===== config.mk =====
export PLATFORM = sky130hd
export DESIGN_NAME = baud_gen
export DESIGN_NICKNAME = d
export VERILOG_FILES = /design/src/rtl/brg_pkg.sv /design/src/rtl/brg_prescale.sv /design/src/rtl/brg_divider.sv /design/src/rtl/brg_postscale.sv /design/src/rtl/baud_gen.sv
export SDC_FILE = /design/constraint.sdc
export NUM_CORES = 1
export LEC_CHECK = 0
export ABC_CLOCK_PERIOD_IN_PS = 3200
export BUFFER_PORTS_ARGS = -buffer_cell sky130_fd_sc_hd__buf_2
export CAP_MARGIN = 15
export CORE_MARGIN = 4
export CORE_UTILIZATION = 42
export DETAILED_ROUTE_END_ITERATION = 10
export PLACE_DENSITY_LB_ADDON = 0.1
export SLEW_MARGIN = 20
export SYNTH_ARGS = -nofsm -noshare
export SYNTH_HDL_FRONTEND = slang
export SYNTH_SLANG_ARGS = --single-unit

===== constraint.sdc =====
create_clock -name clk -period 3.2 [get_ports clk]
set_input_delay 0.48 -clock clk [delete_from_list [all_inputs] [get_ports clk]]
set_output_delay 0.48 -clock clk [all_outputs]
set_load 0.01 [all_outputs]

===== src/rtl/brg_pkg.sv =====
package brg_pkg;
  typedef enum logic {
    BRG_ASYNC = 1'b0,
    BRG_SYNC  = 1'b1
  } brg_mode_e;

  // Post-scaler exponents: pulses per bit = 2^x
  localparam int BRG_ASYNC_LOG2 = 5;  // 32 divider pulses per async bit
  localparam int BRG_SYNC_LOG2  = 2;  // 4 divider pulses per sync bit
  localparam int BRG_OS_LOG2    = 1;  // 2 divider pulses per oversample tick
  localparam int BRG_STEP_LOG2  = 2;  // prescaler grows by 4 per select code
endpackage


===== src/rtl/brg_prescale.sv =====
module brg_prescale #(
  parameter int CS_W      = 2,
  parameter int STEP_LOG2 = 2
) (
  input  logic            clk,
  input  logic            rst_n,
  input  logic            restart,
  input  logic [CS_W-1:0] sel,
  output logic            step_en
);
  localparam int PRE_W = STEP_LOG2 * ((1 << CS_W) - 1);

  logic [PRE_W-1:0] cnt;
  logic [PRE_W-1:0] mask;

  // Low bits that must all be ones before an enable is issued
  always_comb begin
    for (int i = 0; i < PRE_W; i++) begin
      mask[i] = (i < STEP_LOG2 * int'(sel));
    end
  end

  assign step_en = &(cnt | ~mask);

  always_ff @(posedge clk or negedge rst_n) begin
    if (!rst_n)       cnt <= '0;
    else if (restart) cnt <= '0;
    else              cnt <= cnt + 1'b1;
  end
endmodule


===== src/rtl/brg_divider.sv =====
module brg_divider #(
  parameter int             W       = 8,
  parameter logic [W-1:0]   RST_VAL = '1
) (
  input  logic         clk,
  input  logic         rst_n,
  input  logic         restart,
  input  logic [W-1:0] start_val,
  input  logic [W-1:0] reload_val,
  input  logic         step_en,
  output logic         pulse
);
  logic [W-1:0] cnt;

  assign pulse = step_en && (cnt == '0);

  always_ff @(posedge clk or negedge rst_n) begin
    if (!rst_n)       cnt <= RST_VAL;
    else if (restart) cnt <= start_val;
    else if (step_en) cnt <= (cnt == '0) ? reload_val : cnt - 1'b1;
  end
endmodule


===== src/rtl/brg_postscale.sv =====
module brg_postscale #(
  parameter int A_LOG2  = 5,
  parameter int S_LOG2  = 2,
  parameter int OS_LOG2 = 1
) (
  input  logic clk,
  input  logic rst_n,
  input  logic restart,
  input  logic sync_sel,
  input  logic pulse,
  output logic os_tick,
  output logic bit_tick,
  output logic sclk
);
  localparam int              PH_W      = A_LOG2;
  localparam logic [PH_W-1:0] SYNC_LAST = PH_W'((1 << S_LOG2) - 1);
  localparam logic [PH_W-1:0] ASYN_LAST = '1;

  logic [PH_W-1:0] phase;
  logic [PH_W-1:0] last;

  assign last     = sync_sel ? SYNC_LAST : ASYN_LAST;
  assign bit_tick = pulse && (phase == last);
  assign os_tick  = !sync_sel && pulse && (&phase[OS_LOG2-1:0]);
  assign sclk     = sync_sel && phase[S_LOG2-1];

  always_ff @(posedge clk or negedge rst_n) begin
    if (!rst_n)       phase <= '0;
    else if (restart) phase <= '0;
    else if (pulse)   phase <= (phase == last) ? '0 : phase + 1'b1;
  end
endmodule


===== src/rtl/baud_gen.sv =====
module baud_gen
  import brg_pkg::*;
#(
  parameter int               DIV_W   = 8,
  parameter int               CS_W    = 2,
  parameter logic [DIV_W-1:0] RST_DIV = '1
) (
  input  logic             clk,
  input  logic             rst_n,
  input  logic             wr_en,
  input  logic [DIV_W-1:0] wr_data,
  output logic [DIV_W-1:0] rd_data,
  input  logic [CS_W-1:0]  clk_sel,
  input  logic             sync_mode,
  output logic             os_tick,
  output logic             bit_tick,
  output logic             sclk
);
  logic [DIV_W-1:0] div_q;
  logic [CS_W-1:0]  cs_q;
  brg_mode_e        mode_q;
  brg_mode_e        mode_in;
  logic             restart;
  logic [DIV_W-1:0] start_val;
  logic             step_en;
  logic             div_pulse;

  assign mode_in   = brg_mode_e'(sync_mode);
  assign restart   = wr_en || (clk_sel != cs_q) || (mode_in != mode_q);
  assign start_val = wr_en ? wr_data : div_q;
  assign rd_data   = div_q;

  always_ff @(posedge clk or negedge rst_n) begin
    if (!rst_n) begin
      div_q  <= RST_DIV;
      cs_q   <= '0;
      mode_q <= BRG_ASYNC;
    end else begin
      if (wr_en) div_q <= wr_data;
      cs_q   <= clk_sel;
      mode_q <= mode_in;
    end
  end

  brg_prescale #(
    .CS_W      (CS_W),
    .STEP_LOG2 (BRG_STEP_LOG2)
  ) u_pre (
    .clk     (clk),
    .rst_n   (rst_n),
    .restart (restart),
    .sel     (clk_sel),
    .step_en (step_en)
  );

  brg_divider #(
    .W       (DIV_W),
    .RST_VAL (RST_DIV)
  ) u_div (
    .clk        (clk),
    .rst_n      (rst_n),
    .restart    (restart),
    .start_val  (start_val),
    .reload_val (div_q),
    .step_en    (step_en),
    .pulse      (div_pulse)
  );

  brg_postscale #(
    .A_LOG2  (BRG_ASYNC_LOG2),
    .S_LOG2  (BRG_SYNC_LOG2),
    .OS_LOG2 (BRG_OS_LOG2)
  ) u_post (
    .clk      (clk),
    .rst_n    (rst_n),
    .restart  (restart),
    .sync_sel (mode_in == BRG_SYNC),
    .pulse    (div_pulse),
    .os_tick  (os_tick),
    .bit_tick (bit_tick),
    .sclk     (sclk)
  );
endmodule


==> out/qor.csv <==
metric,value,unit
port_buffers,24,
grt_start_max_net_pins,31,
ctsResizeCount,0,
cp-start-kind,register,
fin_skew,9.550,ps
dieHeight,71.40,um
clock.fmax,369.8,MHz
synthesis.area,1688,um^2
cts_root_buffer,clkbuf_8,
io_pins,25,
cts_max_level,2,
antenna_found_initial,0,
core_area,3771,um^2
tightest_slew,707.2,ps
synth_edf_count,0,
postCtsHoldBufs,0,
setup_tns,0,ps
timing.final.crit_share,0.8450,
syn_to_final_growth,14.90,%
synth-seq-cells,30,
drc,0,
status,finished clean,
post_cts_buffers,0,
cts_buffers,5,
antennaDiodeCount,0,
dpl.hpwl,2678,um
rsz0062_at_grt,no,
grt-ovfl-total,0,
place_ws,827.3,ps
maxCapViolations,0,
place_congestion,0.9159,
final_common_cell,buf_2,
hold_viol_final,0,
async_flop_share,1.000,
yosysWarnings,0,
nets,201,
start_util,0.4476,
viasPerCell,5.879,
clock_path_buffers,2,
grt_pass1_vias,1366,
max_slew_margin,0.5246,
ys_types,48,
worstPathMaxFanout,6,
critPathRequiredTime,2720,ps
syn_inst,158,
wl_per_cell,16.64,um
grt_pass1_wl,6520,um
syn-num-nets,176,
die_width,71.40,um
clock_latency,290,ps
path_clk_slew,70,ps
period_needed,2704,ps
grt_usage,0.1623,
synth_ff_type,dfstp_2,
wirelength,3860,um
fin_cells,232,
fin_util,0.5143,
total_power,925.0,uW
ir_drop,299.0,uV
finalSetupViolations,0,
tritoncts,built,
layout_common_cells,"buf_2, dfstp_2, dfrtp_1",
post-place-cells,224,
critPathKind,reg2out,
core.rowCount,22,
synth.avg_cell_area,10.68,um^2
min_path_type,in2async,
firstDrtPassIters,4,
ant_nets,0,
ys_seq_area_frac,0.4566,
powerDensity,477.0,nW/um^2
drtIter0Drc,103,
vias,1364,
cts.sink_count,30,
power.leakage,0.0007680,uW
timing.final.ws_setup,496.0,ps
cp_data_arrival_time,2220,ps
dieArea,5097,um^2
layout-drive-gt1-share,0.3641,
final_max_slew_viol_count,0,
cp-end-kind,output pin,
-- worst max-delay path, cell delays in order, from the launching register on --
cell and delay (ps):
dfstp_2 390, inv_1 130, ha_1 250, or4b_4 550
nor2_4 150, nand2_1 110, nor3b_1 200, buf_2 160
-- kinds of logic after synthesis --
kind of cell             synth area share
adder cells (fa/ha/maj)           0.02965
multiplexers                      0.06598
XOR/XNOR                          0.04151
buffers and inverters             0.03187
flip-flops                         0.4566
AND/OR/NAND/NOR                    0.1890
AO/OA/AOI/OAI                      0.1853
-- per-layer routing --
| layer | vias to the layer above | global-route usage | share of wire |
|---|---|---|---|
| li1 | 649 | - | - |
| met1 | 681 | 0.2117 | 0.46 |
| met2 | 27 | 0.2531 | 0.49 |
| met3 | 7 | 0.05610 | 0.046 |
| met4 | 0 | 0.05010 | 0.011 |
| met5 | - | 0 | 0 |
-- final timing paths --
kind	start	end	slack, ps	depth (start not counted)
max in group asynchronous	rst_n	u_post.phase[3]	2530	1
worst min-delay path	rst_n	u_pre.cnt[1]	230	1
worst min register to register	u_pre.cnt[0]	u_pre.cnt[0]	520	1
min in group clk	clk_sel[0]	cs_q[0]	360	1
worst max-delay path	u_div.cnt[0]	os_tick	500	7
worst max register to register	u_div.cnt[0]	u_post.phase[3]	1130	6
-- per-stage QoR --
stage | hold WS [ps] | area, um^2
6_report | 228.9 | 1939
4_1_cts | 241.3 | 1939
5_1_grt | 262.7 | 1939
3_3_place_gp | 502.2 | 1848
2_1_floorplan | 184.4 | 1688
3_5_place_dp | 520.2 | 1848
-- where the power goes --
group	internal, uW	switching, uW	leakage, uW
clock network	173	142	0.0000482
registers	424	37.5	0.000357
logic	66.4	81.1	0.000363
-- state kept, by name, summed over array words and instances, names as in the netlist --
| name | count |
|---|---|
| cs_q | 2 |
| mode_q | 1 |
| u_post.phase | 5 |
| u_pre.cnt | 6 |
| rd_data | 8 |
| u_div.cnt | 8 |
-- cells in the mapped netlist (all sizes together) (4+ instances only) --
cell     number  area share
a21oi         7       0.021
a2bb2oi       4       0.021
a31oi         6       0.022
buf           4       0.012
clkbuf        4      0.0089
dfrtp        14        0.21
dfstp        16        0.25
ha            4       0.030
inv           5       0.011
mux2          9       0.060
nand2         5       0.013
nand3         6       0.018
nor2         14       0.036
o21ai         9       0.027
o41ai         4       0.025
xnor2         4       0.021
xor2          4       0.021
-- cell type report --
class	instances	area (um^2)
clock buffer	7	86.33
clock inverter	1	5.005
fill	335	1832
inverter	5	18.77
multi-input combinational	115	863.3
sequential	30	770.7
tap	48	60.06
timing repair buffer	26	135.1
Power figures use the tool's default switching activity.
